### src/rtl/tca_pkg.sv
package tca_pkg;

    localparam int TS_MAX_W = 32;

    typedef enum logic [2:0] {
        DEC_NONE,
        DEC_SERVE,
        DEC_DEFER,
        DEC_FORWARD,
        DEC_YIELD,
        DEC_SPILL
    } dec_e;

    typedef enum logic [1:0] {
        EXIT_NONE,
        EXIT_COMMIT,
        EXIT_RESTART,
        EXIT_FALLBACK
    } exit_e;

    // Earlier (smaller) timestamp carries higher priority.
    function automatic logic ts_older(input logic [TS_MAX_W-1:0] a,
                                      input logic [TS_MAX_W-1:0] b);
        return a < b;
    endfunction

endpackage

### src/rtl/tca_retain_set.sv
module tca_retain_set #(
    parameter int ADDR_W = 12,
    parameter int DEPTH  = 4
) (
    input  logic              clk,
    input  logic              rst,
    input  logic              clr,
    input  logic              add_en,
    input  logic [ADDR_W-1:0] add_addr,
    input  logic [ADDR_W-1:0] look_addr,
    output logic              look_hit,
    output logic              add_present,
    output logic              add_full
);
    logic [DEPTH-1:0]  vld;
    logic [ADDR_W-1:0] tag [DEPTH];
    logic [DEPTH-1:0]  m_look, m_add, sel;
    logic              found;

    generate
        for (genvar i = 0; i < DEPTH; i++) begin : g_ent
            assign m_look[i] = vld[i] && (tag[i] == look_addr);
            assign m_add[i]  = vld[i] && (tag[i] == add_addr);

            always_ff @(posedge clk) begin
                if (rst || clr) begin
                    vld[i] <= 1'b0;
                end else if (add_en && !add_present && sel[i]) begin
                    vld[i] <= 1'b1;
                    tag[i] <= add_addr;
                end
            end
        end
    endgenerate

    always_comb begin
        sel   = '0;
        found = 1'b0;
        for (int i = 0; i < DEPTH; i++) begin
            if (!vld[i] && !found) begin
                sel[i] = 1'b1;
                found  = 1'b1;
            end
        end
    end

    assign look_hit    = |m_look;
    assign add_present = |m_add;
    assign add_full    = !found;

    assert_unique_tags_R10: assert property (@(posedge clk) disable iff (rst)
        $onehot0(m_look));
endmodule

### src/rtl/tca_waiter_q.sv
module tca_waiter_q #(
    parameter int ID_W   = 3,
    parameter int ADDR_W = 12,
    parameter int DEPTH  = 3,
    localparam int PW    = (DEPTH > 1) ? $clog2(DEPTH) : 1,
    localparam int CW    = $clog2(DEPTH + 1)
) (
    input  logic              clk,
    input  logic              rst,
    input  logic              push,
    input  logic [ID_W-1:0]   push_id,
    input  logic [ADDR_W-1:0] push_addr,
    input  logic              pop,
    output logic [ID_W-1:0]   head_id,
    output logic [ADDR_W-1:0] head_addr,
    output logic [CW-1:0]     count,
    output logic              full
);
    logic [ID_W-1:0]   id_mem   [DEPTH];
    logic [ADDR_W-1:0] addr_mem [DEPTH];
    logic [PW-1:0]     wr_p, rd_p;

    function automatic logic [PW-1:0] bump(input logic [PW-1:0] p);
        return (p == PW'(DEPTH - 1)) ? '0 : p + 1'b1;
    endfunction

    always_ff @(posedge clk) begin
        if (rst) begin
            wr_p  <= '0;
            rd_p  <= '0;
            count <= '0;
        end else begin
            if (push) begin
                id_mem[wr_p]   <= push_id;
                addr_mem[wr_p] <= push_addr;
                wr_p           <= bump(wr_p);
            end
            if (pop) rd_p <= bump(rd_p);
            count <= count + CW'(push) - CW'(pop);
        end
    end

    assign head_id   = id_mem[rd_p];
    assign head_addr = addr_mem[rd_p];
    assign full      = (count == CW'(DEPTH));

    assert_no_overflow_R11: assert property (@(posedge clk) disable iff (rst)
        !(push && full));
    assert_no_underflow_R7: assert property (@(posedge clk) disable iff (rst)
        pop |-> count != '0);
endmodule

### src/rtl/tca_arbiter.sv
module tca_arbiter
    import tca_pkg::*;
#(
    parameter int CNT_W     = 6,
    parameter int ID_W      = 3,
    parameter int ADDR_W    = 12,
    parameter int RET_DEPTH = 4,
    parameter int WQ_DEPTH  = 3,
    parameter int CORE_ID   = 5,
    localparam int TS_W     = CNT_W + ID_W,
    localparam int QCW      = $clog2(WQ_DEPTH + 1)
) (
    input  logic              clk,
    input  logic              rst,
    input  logic              txn_start,
    input  logic              txn_end,
    input  logic              txn_irrevocable,
    input  logic              retain_valid,
    input  logic [ADDR_W-1:0] retain_addr,
    input  logic              up_marker_valid,
    input  logic [ADDR_W-1:0] up_marker_addr,
    input  logic [ID_W-1:0]   up_marker_holder,
    input  logic              up_grant_valid,
    input  logic              req_valid,
    input  logic [ADDR_W-1:0] req_addr,
    input  logic [TS_W-1:0]   req_ts,
    input  logic [ID_W-1:0]   req_id,
    output logic [TS_W-1:0]   stamp_ts,
    output logic              in_txn,
    output logic              svc_valid,
    output logic [ID_W-1:0]   svc_id,
    output logic [ADDR_W-1:0] svc_addr,
    output logic              mark_valid,
    output logic [ID_W-1:0]   mark_id,
    output logic [ADDR_W-1:0] mark_addr,
    output logic              probe_valid,
    output logic [ID_W-1:0]   probe_dst,
    output logic [ADDR_W-1:0] probe_addr,
    output logic [TS_W-1:0]   probe_ts,
    output logic              restart,
    output logic              fallback,
    output logic              drain_valid,
    output logic [ID_W-1:0]   drain_id,
    output logic [ADDR_W-1:0] drain_addr
);
    logic [CNT_W-1:0]  cnt;
    logic              active;
    logic              wait_v;
    logic [ADDR_W-1:0] wait_addr;
    logic [ID_W-1:0]   wait_holder;
    logic [QCW-1:0]    drain_left;

    logic              ret_hit, ret_present, ret_full, ret_add, ret_clr;
    logic              q_push, q_pop, q_full;
    logic [QCW-1:0]    q_count;
    logic [ID_W-1:0]   q_head_id;
    logic [ADDR_W-1:0] q_head_addr;

    dec_e              dec;
    exit_e             ex;
    logic              go_start;

    assign stamp_ts = {cnt, ID_W'(CORE_ID)};
    assign in_txn   = active;

    tca_retain_set #(.ADDR_W(ADDR_W), .DEPTH(RET_DEPTH)) u_ret (
        .clk(clk), .rst(rst), .clr(ret_clr),
        .add_en(ret_add), .add_addr(retain_addr),
        .look_addr(req_addr), .look_hit(ret_hit),
        .add_present(ret_present), .add_full(ret_full)
    );

    tca_waiter_q #(.ID_W(ID_W), .ADDR_W(ADDR_W), .DEPTH(WQ_DEPTH)) u_wq (
        .clk(clk), .rst(rst),
        .push(q_push), .push_id(req_id), .push_addr(req_addr),
        .pop(q_pop), .head_id(q_head_id), .head_addr(q_head_addr),
        .count(q_count), .full(q_full)
    );

    // Decision for the incoming request, taken against pre-edge state.
    always_comb begin
        dec = DEC_NONE;
        if (req_valid) begin
            if (wait_v && req_addr == wait_addr) begin
                dec = DEC_FORWARD;
            end else if (active && ret_hit) begin
                if (ts_older(TS_MAX_W'(req_ts), TS_MAX_W'(stamp_ts)))
                    dec = DEC_YIELD;
                else if (q_full)
                    dec = DEC_SPILL;
                else
                    dec = DEC_DEFER;
            end else begin
                dec = DEC_SERVE;
            end
        end
    end

    // Exit of the transaction, by priority.
    always_comb begin
        ex       = EXIT_NONE;
        ret_add  = 1'b0;
        go_start = 1'b0;
        if (dec == DEC_YIELD)                      ex = EXIT_RESTART;
        else if (dec == DEC_SPILL)                 ex = EXIT_FALLBACK;
        else if (active && txn_end)                ex = EXIT_COMMIT;
        else if (active && txn_irrevocable)        ex = EXIT_FALLBACK;
        else if (active && retain_valid) begin
            if (!ret_present && ret_full)          ex = EXIT_FALLBACK;
            else                                   ret_add = 1'b1;
        end else if (!active && txn_start)         go_start = 1'b1;
    end

    assign ret_clr = (ex != EXIT_NONE);
    assign q_push  = (dec == DEC_DEFER);
    assign q_pop   = (drain_left != '0);

    always_ff @(posedge clk) begin
        if (rst) begin
            cnt         <= '0;
            active      <= 1'b0;
            wait_v      <= 1'b0;
            wait_addr   <= '0;
            wait_holder <= '0;
            drain_left  <= '0;
            svc_valid   <= 1'b0;
            svc_id      <= '0;
            svc_addr    <= '0;
            mark_valid  <= 1'b0;
            mark_id     <= '0;
            mark_addr   <= '0;
            probe_valid <= 1'b0;
            probe_dst   <= '0;
            probe_addr  <= '0;
            probe_ts    <= '0;
            restart     <= 1'b0;
            fallback    <= 1'b0;
            drain_valid <= 1'b0;
            drain_id    <= '0;
            drain_addr  <= '0;
        end else begin
            svc_valid   <= dec inside {DEC_SERVE, DEC_YIELD, DEC_SPILL};
            mark_valid  <= dec inside {DEC_DEFER, DEC_FORWARD};
            probe_valid <= (dec == DEC_FORWARD);
            restart     <= (ex == EXIT_RESTART);
            fallback    <= (ex == EXIT_FALLBACK);
            drain_valid <= q_pop;
            if (req_valid) begin
                svc_id     <= req_id;
                svc_addr   <= req_addr;
                mark_id    <= req_id;
                mark_addr  <= req_addr;
                probe_addr <= req_addr;
                probe_ts   <= req_ts;
                probe_dst  <= wait_holder;
            end
            if (q_pop) begin
                drain_id   <= q_head_id;
                drain_addr <= q_head_addr;
            end

            if (ex == EXIT_COMMIT) cnt <= cnt + 1'b1;
            if (ex == EXIT_COMMIT || ex == EXIT_FALLBACK) active <= 1'b0;
            else if (go_start)                            active <= 1'b1;

            if (ex != EXIT_NONE) begin
                wait_v <= 1'b0;
            end else if (up_grant_valid) begin
                wait_v <= 1'b0;
            end else if (up_marker_valid && active) begin
                wait_v      <= 1'b1;
                wait_addr   <= up_marker_addr;
                wait_holder <= up_marker_holder;
            end

            if (ex != EXIT_NONE)
                drain_left <= q_count + QCW'(q_push) - QCW'(q_pop);
            else if (q_pop)
                drain_left <= drain_left - 1'b1;
        end
    end

    assert_marker_not_served_R3: assert property (@(posedge clk) disable iff (rst)
        !(svc_valid && mark_valid));
    assert_probe_marked_R6: assert property (@(posedge clk) disable iff (rst)
        probe_valid |-> mark_valid);
    assert_restart_serves_R4: assert property (@(posedge clk) disable iff (rst)
        restart |-> (svc_valid && in_txn));
    assert_restart_keeps_ts_R4: assert property (@(posedge clk) disable iff (rst)
        restart |-> $stable(stamp_ts));
    assert_fallback_exits_R9: assert property (@(posedge clk) disable iff (rst)
        fallback |-> (!in_txn && $stable(stamp_ts)));
    assert_commit_advances_R7: assert property (@(posedge clk) disable iff (rst)
        ($fell(in_txn) && !fallback) |-> !$stable(stamp_ts));
    assert_single_exit_R12: assert property (@(posedge clk) disable iff (rst)
        !(restart && fallback));
endmodule

### config.mk
export PLATFORM = sky130hd
export DESIGN_NAME = tca_arbiter
export DESIGN_NICKNAME = d
export VERILOG_FILES = /design/src/rtl/tca_pkg.sv /design/src/rtl/tca_retain_set.sv /design/src/rtl/tca_waiter_q.sv /design/src/rtl/tca_arbiter.sv
export SDC_FILE = /design/constraint.sdc
export NUM_CORES = 1
export LEC_CHECK = 0
export BUFFER_PORTS_ARGS = -buffer_cell sky130_fd_sc_hd__buf_2
export CAP_MARGIN = 10
export CORE_MARGIN = 10
export CORE_UTILIZATION = 52
export CTS_BUF_LIST = sky130_fd_sc_hd__clkbuf_8
export DETAILED_ROUTE_END_ITERATION = 6
export PLACE_DENSITY = 0.74
export SLEW_MARGIN = 20
export SYNTH_ARGS = -nofsm -noshare
export SYNTH_HDL_FRONTEND = slang
export SYNTH_SLANG_ARGS = --single-unit
### constraint.sdc
create_clock -name clk -period 4.3 [get_ports clk]
set_input_delay 0.645 -clock clk [delete_from_list [all_inputs] [get_ports clk]]
set_output_delay 0.645 -clock clk [all_outputs]
set_load 0.005 [all_outputs]
==> results of run 1 <==
[kinds of logic after synthesis]
family / synth area share
other cells: 0.000935
compound gates: 0.0589
simple gates: 0.121
buf+inv: 0.0566
fa+ha+maj: 0.0156
flops: 0.555
xor+xnor: 0.123
mux: 0.0686
[synthesized netlist by cell type, types with 2 or more instances]
cell / number / area [µm²]
nor2_1: 88 / 330
or3_1: 4 / 25.0
nand4_1: 17 / 106
nand3_1: 10 / 50.1
nand2_1: 41 / 154
conb_1: 2 / 7.51
a22oi_1: 4 / 30.0
nand2b_1: 2 / 12.5
o21ai_0: 3 / 15.0
and3_1: 2 / 12.5
xor2_1: 39 / 342
or4_1: 4 / 30.0
buf_1: 7 / 26.3
buf_2: 12 / 60.1
mux2i_1: 55 / 551
edfxtp_1: 93 / 2790
nor2b_1: 2 / 12.5
a211oi_1: 6 / 45.0
nor4_1: 17 / 106
o31ai_1: 2 / 15.0
buf_4: 30 / 225
o211ai_1: 4 / 30.0
xnor2_1: 74 / 648
ha_1: 10 / 125
clkbuf_1: 18 / 67.6
a21oi_1: 31 / 155
nor3_1: 8 / 40.0
dfxtp_1: 83 / 1660
a221oi_1: 5 / 43.8
inv_1: 15 / 56.3
[worst max path at each step]
stage	from	endpoint	slack, ns	depth (start not counted)
after floorplan	req_addr[6]	u_wq.addr_mem[2][0]	0.20	7
after global placement	req_addr[8]	u_ret.tag[0][5]	0.78	9
after detailed placement	req_addr[5]	u_ret.tag[0][10]	0.72	9
after CTS	u_ret.tag[2][2]	u_ret.tag[0][10]	1.20	8
after global routing	req_addr[5]	u_ret.tag[0][10]	0.97	9
final	req_addr[5]	u_ret.tag[0][8]	1.20	9
[state kept, by name, summed over array words and instances (netlist names), 2 cells and up]
| register | flops |
|---|---|
| wait_holder | 3 |
| probe_ts | 9 |
| probe_dst | 3 |
| u_wq.id_mem | 9 |
| u_ret.vld | 4 |
| cnt | 6 |
| u_ret.tag | 48 |
| drain_id | 3 |
| drain_left | 2 |
| u_wq.wr_p | 2 |
| probe_addr | 12 |
| u_wq.addr_mem | 36 |
| mark_id | 3 |
| u_wq.count | 2 |
| wait_addr | 12 |
| u_wq.rd_p | 2 |
| drain_addr | 12 |
[final cells by class]
cell class,instances,share of cell area
Inverter,17,0.00701
Multi-Input combinational cell,452,0.346
Tap cell,188,0.0258
Timing Repair Buffer,152,0.0866
Clock buffer,18,0.0272
Sequential cell,176,0.489
Clock inverter,14,0.0179
[routing by layer]
| metal | global-route usage | wire length [µm] | vias to the layer above |
|---|---|---|---|
| met5 | 0 | 0 | - |
| met4 | 0.0654 | 379 | 0 |
| met3 | 0.0400 | 1110 | 25 |
| met2 | 0.336 | 10300 | 169 |
| met1 | 0.244 | 8530 | 2777 |
| li1 | - | - | 2670 |
[worst reg2reg max path, cell delays in order, from the launching register on]
cell	delay, ns
edfxtp_1	0.46
xor2_1	0.19
nor4_1	0.30
nand4_1	0.25
o41ai_4	0.50
o31ai_2	0.19
o21a_1	0.35
nor4_2	0.30
buf_4	0.25
[through the flow]
| step | instances | instance area, µm² | setup WS (ns) | power, W | utilization |
|---|---|---|---|---|---|
| 2_1_floorplan | 713 | 8030 | 0.197 | 0.00248 | - |
| 3_3_place_gp | 985 | 8700 | 0.783 | 0.00268 | 0.574 |
| 3_5_place_dp | 985 | 8700 | 0.724 | 0.00271 | 0.574 |
| 4_1_cts | 1017 | 9110 | 1.20 | 0.00388 | 0.601 |
| 5_1_grt | 1017 | 9110 | 0.965 | 0.00405 | 0.601 |
| 6_report | 1017 | 9110 | 1.20 | 0.00385 | 0.601 |
[layout by cell type, fill, tap and decap left out, drive strengths merged, types with 4 or more instances in the layout]
| cell | instances |
|---|---|
| a22oi | 4 |
| nor4 | 19 |
| xnor2 | 74 |
| nand2 | 41 |
| nor2 | 88 |
| or3 | 4 |
| clkbuf | 18 |
| o211ai | 5 |
| nand4 | 17 |
| a21oi | 31 |
| a221oi | 5 |
| inv | 23 |
| xor2 | 39 |
| nor3 | 8 |
| clkinv | 5 |
| edfxtp | 93 |
| buf | 152 |
| ha | 10 |
| dfxtp | 83 |
| nand3 | 10 |
| or4 | 4 |
| a211oi | 6 |
| mux2i | 55 |
[power groups by stage]
stage	clock network [W]	logic [W]	registers [W]
2_1_floorplan	0	0.000522	0.00195
3_3_place_gp	0	0.000682	0.00200
3_5_place_dp	0	0.000705	0.00200
4_1_cts	0.00121	0.000708	0.00197
5_1_grt	0.00128	0.000789	0.00198
6_report	0.00118	0.000701	0.00196
==> summary.md, run 1 <==
| Metric | Value |
|---|---|
| P_leak | approximately 3.5 nW |
| Hold crit path type | in -> reg |
| Crit start category | input port |
| Ant diodes | 0 |
| Sw frac | 0.282 |
| Final HPWL DP | 15.4 mm |
| Final wirelength | 20.3 mm |
| Fmax | about 320 MHz |
| Sw Pwr | 0.00109 W |
| Initial Util | 0.530 |
| I/O Buffers | between 100 and 150 |
| Area of the multi-input gates | approximately 3200 µm² |
| DIE WIDTH | 144 µm |
| Req. time, crit path | 4.46 ns |
| EDFF count, synth | 93 |
| Num CTS Buffers | 17 |
| Rows | 45 |
| CP max stage cell | o41ai_2 |
| Family with the most delay on the worst path | simple AND/OR/NAND/NOR gates |
| CTS H-tree lvls | 4 |
| WP buf/inv | 2 |
| Yosys cell types | 54 |
| Routability congestion estimate | 0.906 |
| WL per Instance | 20.0 µm |
| Worst R2R Path Depth | 8 |
| Height of the die | 144 µm |
| Worst hold start | req_id[2] |
| Core area | 15,100 µm² |
| Vias in the first global route | between 5,000 and 6,000 |
| RSZ-0062 raised after global routing | false |
| Total track usage | 0.197 |
| Clock period minus worst slack | 3.10 ns |
| Crit-path cells | buf_2 > xnor2_1 > nand4_1 > o41ai_2 > or2b_1 > nor3b_2 > or4_1 > nor4_2 > buf_4 |
| Crit-path max FO | 12 |
| Post-Syn Area | 8030 µm² |
| Pwr Density | ~420 nW/µm² |
| Sequential area share after synthesis | 0.555 |
| Post-route DRC violation count | 0 |
| R2r setup slk | 1.20 ns |
| Crit path largest cell delay | 0.64 ns |
| Hold Path Stages | 1 |
| Count of pins over their slew limit | 0 |
| Vias per cell | 5.55 |
| Grt ovf | 0 |
| Setup Viol. Count Final | 0 |
| Io pins | 145 |
| CTS clk-pin slew, worst paths | 0.09 ns |
| Fraction of power consumed by sequential logic | 0.511 |
| Number of synthesis warnings | 0 |
| Critical path type | in -> reg |
| Average cell area after synthesis | ~11 µm² |
| CTS root buf | clkbuf_8 |
| R2r endpoint | u_ret.tag[0][8] |
| Initial antenna violation count | 0 |
| Share of layout cells above drive strength 1 | 0.234 |
| Worst-skew pair later-pin latency | between 0.4 and 0.5 ns |
| Largest net degree at the start of global routing | 48 |
| Synth Register Bits | 176 |
| Ys flop type | edfxtp_1 |
| Rel. slew slack | 0.312 |
| FFs w/ async S/R, synth | 0 |
| # hold bufs at CTS | 0 |
| Worst IR drop on VDD | 0.189 mV |
| Die Area | 20,800 µm² |
| Reg2reg start | u_ret.tag[2][2] |
| 1st-iter DRT viols | 314 |
| Internal | 0.00276 W |
| Clock Power Share | 0.307 |
| DRT Pass-1 Iters | 5 |
| Outcome | finished, final reports clean |
| Critical Path End Type | register |
| Gate Count Post-Synth | 712 |
| Clock sink count | around 180 |
| Final Hold Slack | 0.408 ns |
| Nets | 886 |
| CTS tree | built |
| Antenna Nets Post-Route | 0 |
| Worst-case clock skew | approximately 0.013 ns |
| Comb pwr share | 0.182 |
| Maximum clock insertion buffer count | 2 |
| Post-CTS sizing | 0 |
| Hold Vio Cnt, Final | 0 |
| Fin crit share | 0.721 |
| Worst Tran Pin Value | slightly above 1 ns |
| Max_cap viols | 0 |
| First-pass GRT wire length | 31.4 mm |
| Reg area | 4450 µm² |
| Layout area overhead | 13.4% |
| Sum Neg Setup Slack | 0 ns |
| WHS Endpoint | u_wq.id_mem[0][2] |
| Vias | around 5,600 |
| # fillers | between 1,000 and 1,500 |
| Postcts setup bufs | 0 |
| Worst Path Arrival | approximately 3.3 ns |
No activity file was read; power rests on OpenSTA's default activity.
==> inputs of run 2 (changes only) <==
ABC_AREA = 1   (was not set)
CORE_UTILIZATION = 53   (was 52)
PLACE_DENSITY = 0.75   (was 0.74)
clock period = 2.6 ns   (was 4.3 ns; I/O delays follow)
==> summary.md, run 2 <==
| Metric | Value |
|---|---|
| Max_cap viols | 0 (unchanged) |
| M1 GR Usage | 0.305 (+0.0610) |
| Clock sink count | 176 (unchanged) |
| Core area | 16,500 µm² (+8.7%) |
| Synth Register Bits | 176 (unchanged) |
| Largest family of logic cells by synthesized area | simple AND/OR/NAND/NOR gates |
| Post-synthesis simple-gate area fraction | 0.268 (+0.146) |
| Average cell area after synthesis | 8.07 µm² (-28%) |
| 1st-iter DRT viols | 656 (+110%) |
| Yosys top cell area share | 0.315 (-0.0328) |
| Rel. slew slack | 0.598 (+0.286) |
| Rows | 47 (+4.4%) |
| Largest net degree at the start of global routing | 60 (+25%) |
| Crit path largest cell delay | 0.50 ns (-0.14 ns) |
| Area leader, netlist | edfxtp_1 |
| Number of synthesis warnings | 0 (unchanged) |
| Crit-path max FO | 6 (-6) |
| Routability congestion estimate | 1.08 (+19%) |
| Vias in the first global route | 7,279 (+29%) |
| CTS clk-pin slew, worst paths | 0.10 ns (about the same) |
| Dominant cell by count in the synthesized netlist | nand2_1 |
| Clock period minus worst slack | 2.45 ns |
| Top reg by flops | u_ret.tag |
| EDFF count, synth | 93 (unchanged) |
| Post-layout util | 0.639 (+0.0374) |
| Synth top cells by count | 280 x nand2_1, 151 x nor2_1, 118 x inv_1, 93 x edfxtp_1, 83 x dfxtp_1 |
| Postcts setup bufs | 0 (unchanged) |
| Io pins | 145 (unchanged) |
| Sequential area share after synthesis | 0.502 (-0.0524) |
| CTS root buf | clkbuf_8 |
| I/O Buffers | 141 (unchanged) |
| Req. time, crit path | 2.79 ns (-1.67 ns) |
| Most common cell after layout, fill and taps aside | nand2_1 |
| Crit-path cells | nand2_1 > nand2_1 > nor2_1 > nand2_1 > nor2_1 > nand2_1 > nand2_1 > inv_1 > nand2_2 > nand4_1 > nand2_1 > nor2_1 > nand2_2 > nand3_4 > nor3_4 > buf_6 |
| Fmax | between 400 and 500 MHz |
| CTS tree | built |
| Post-Syn Area | 8870 µm² (+10%) |
| Pwr Density | 646 nW/µm² (+53%) |
| Vias | 7,753 (+37%) |
| Synth top area cells | edfxtp_1 31%, dfxtp_1 19%, nand2_1 12%, nor2_1 6.4%, inv_1 5.0% |
| Post-route DRC violation count | 0 (unchanged) |
| CP max stage cell | edfxtp_1 |
| Family with the most delay on the worst path | simple AND/OR/NAND/NOR gates |
| Num CTS Buffers | 17 (unchanged) |
| Vias per cell | 5.21 (-6.1%) |
| Busiest grt layer | met2 |
| Post-synthesis adder-cell area fraction | 0.0141 (-0.00147) |
| Critical Path End Type | register |
| Hold crit path type | in -> reg |
| # hold bufs at CTS | 0 (unchanged) |
| Final Hold Slack | 0.0772 ns (-0.330 ns) |
| Fin crit share | 0.944 |
| WP buf/inv | 2 (unchanged) |
| Synth Area in Compound Gates | 0.0827 (+0.0238) |
| Layout Cells excl Fill | 1,489 (+46%) |
| Synth Area in XOR/XNOR | 0.0316 (-0.0917) |
| Nets | 1,326 (+50%) |
| Ant diodes | 0 (unchanged) |
| Worst Path Arrival | 2.65 ns (-0.61 ns) |
| FFs w/ async S/R, synth | 0 (unchanged) |
| Worst Tran Pin Value | 0.603 ns (-0.428 ns) |
| Post-CTS sizing | 0 (unchanged) |
| Grt ovf | 0 (unchanged) |
| # fillers | 1,409 (+15%) |
| Dpl cells | 1,456 (+48%) |
| Gate Count Post-Synth | 1,098 (+54%) |
| Die Area | 22,300 µm² (+7.2%) |
| CTS H-tree lvls | 4 (unchanged) |
| First-pass GRT wire length | 40.2 mm (+28%) |
| Count of pins over their slew limit | 0 (unchanged) |
| Biggest regs | u_ret.tag x48, u_wq.addr_mem x36 |
| Post-synthesis mux area share | 0 (-0.0686) |
| GR Util met2 | 0.374 (+0.0377) |
| Yosys cell types | 41 (-24%) |
| Worst-case clock skew | 0.0158 ns (+0.00293 ns) |
| Ys flop type | edfxtp_1 |
| Initial antenna violation count | 0 (unchanged) |
| DRT Pass-1 Iters | 5 (unchanged) |
| Sum Neg Setup Slack | 0 ns (unchanged) |
| Outcome | finished, final reports clean |
| Setup Viol. Count Final | 0 (unchanged) |
| Critical path type | reg -> reg |
| Final wirelength | 26.2 mm (+29%) |
| Hold Vio Cnt, Final | 0 (unchanged) |
| Initial Util | 0.538 (+0.00834) |
| Share of layout cells above drive strength 1 | 0.242 (+0.00791) |
| Worst IR drop on VDD | 0.498 mV (+160%) |
| P_leak | 4.86 nW (+37%) |
| Most frequent cells in the layout | 278 x nand2_1, 149 x nor2_1, 141 x buf_2, 116 x inv_1, 93 x edfxtp_1 |
| Worst-skew pair later-pin latency | 0.48 ns (+0.02 ns) |
| WL per Instance | 17.6 µm (-12%) |
| Crit start category | register |
| Total track usage | 0.232 (+0.0346) |
| Antenna Nets Post-Route | 0 (unchanged) |
| DIE WIDTH | 149 µm (+3.5%) |
| Height of the die | 149 µm (+3.5%) |
| Maximum clock insertion buffer count | 2 (unchanged) |
| Layout area overhead | 18.6% |
| Final HPWL DP | 20.2 mm (+31%) |
| Largest register FFs | 48 (unchanged) |
| Grt met3 use | 0.0455 (+0.00550) |
| CP most frequent cell | nand2_1 |
[run 2: layout make-up]
type / instances / area [µm²] / share of cell area
clock buffers: 17 / 234 / 0.0222
clock inverters: 15 / 199 / 0.0189
inverters: 130 / 488 / 0.0464
multi-input cells: 730 / 3600 / 0.342
flip-flops and latches: 176 / 4460 / 0.424
well taps: 220 / 275 / 0.0262
repair buffers: 201 / 1260 / 0.120
[run 2: power breakdown]
| part | total (W) | leakage (nW) | switching [W] | internal (W) |
|---|---|---|---|---|
| Clock | 0.00203 | 0.222 | 0.00105 | 0.000985 |
| Combinational | 0.00150 | 3.11 | 0.000912 | 0.000592 |
| Sequential | 0.00326 | 1.52 | 0.000133 | 0.00313 |
| Total | 0.00680 | 4.86 | 0.00209 | 0.00470 |
[run 2: path summary, 6_finish.rpt]
check | from | to | slack [ns] | cells after the start
setup / recovery | u_ret.tag[3][11] | u_ret.tag[1][0] | 0.15 | 16
hold / removal | up_grant_valid | wait_v | 0.08 | 2
setup reg to reg | u_ret.tag[3][11] | u_ret.tag[1][0] | 0.15 | 16
hold reg to reg | u_wq.wr_p[1] | u_wq.wr_p[1] | 0.48 | 2
[run 2: cells by family after synthesis]
| family | after synthesis |
|---|---|
| and+or+nand+nor | 560 |
| buffers and inverters | 193 |
| DFF | 176 |
| xor gates and xnor gates | 32 |
| other | 2 |
| AOI/OAI and AO/OA | 125 |
| adders and majority gates | 10 |
[run 2: routing by layer]
layer | wire [µm] | part of all wire | up-vias
li1 | - | - | 3839
met1 | 11000 | 0.42 | 3557
met2 | 12700 | 0.48 | 321
met3 | 1960 | 0.075 | 36
met4 | 558 | 0.021 | 0
met5 | 0 | 0 | -
[run 2: worst reg2reg max path: stages, from the launching register on]
cell      delay (ns)
edfxtp_1        0.50
nand2_1         0.15
nand2_1         0.07
nor2_1          0.10
nand2_1         0.06
nor2_1          0.13
nand2_1         0.07
nand2_1         0.09
inv_1           0.05
nand2_2         0.09
nand4_1         0.08
nand2_1         0.08
nor2_1          0.05
nand2_2         0.14
nand3_4         0.10
nor3_4          0.24
buf_6           0.17
[run 2: metrics by stage]
| step | power (W) | worst slack (ns) | area [µm²] |
|---|---|---|---|
| 2_1_floorplan | 0.00425 | -0.0230 | 8890 |
| 3_3_place_gp | 0.00480 | 0.0258 | 9990 |
| 3_5_place_dp | 0.00483 | -0.0643 | 9990 |
| 4_1_cts | 0.00684 | 0.0118 | 10400 |
| 5_1_grt | 0.00717 | -0.0429 | 10500 |
| 6_report | 0.00680 | 0.146 | 10500 |
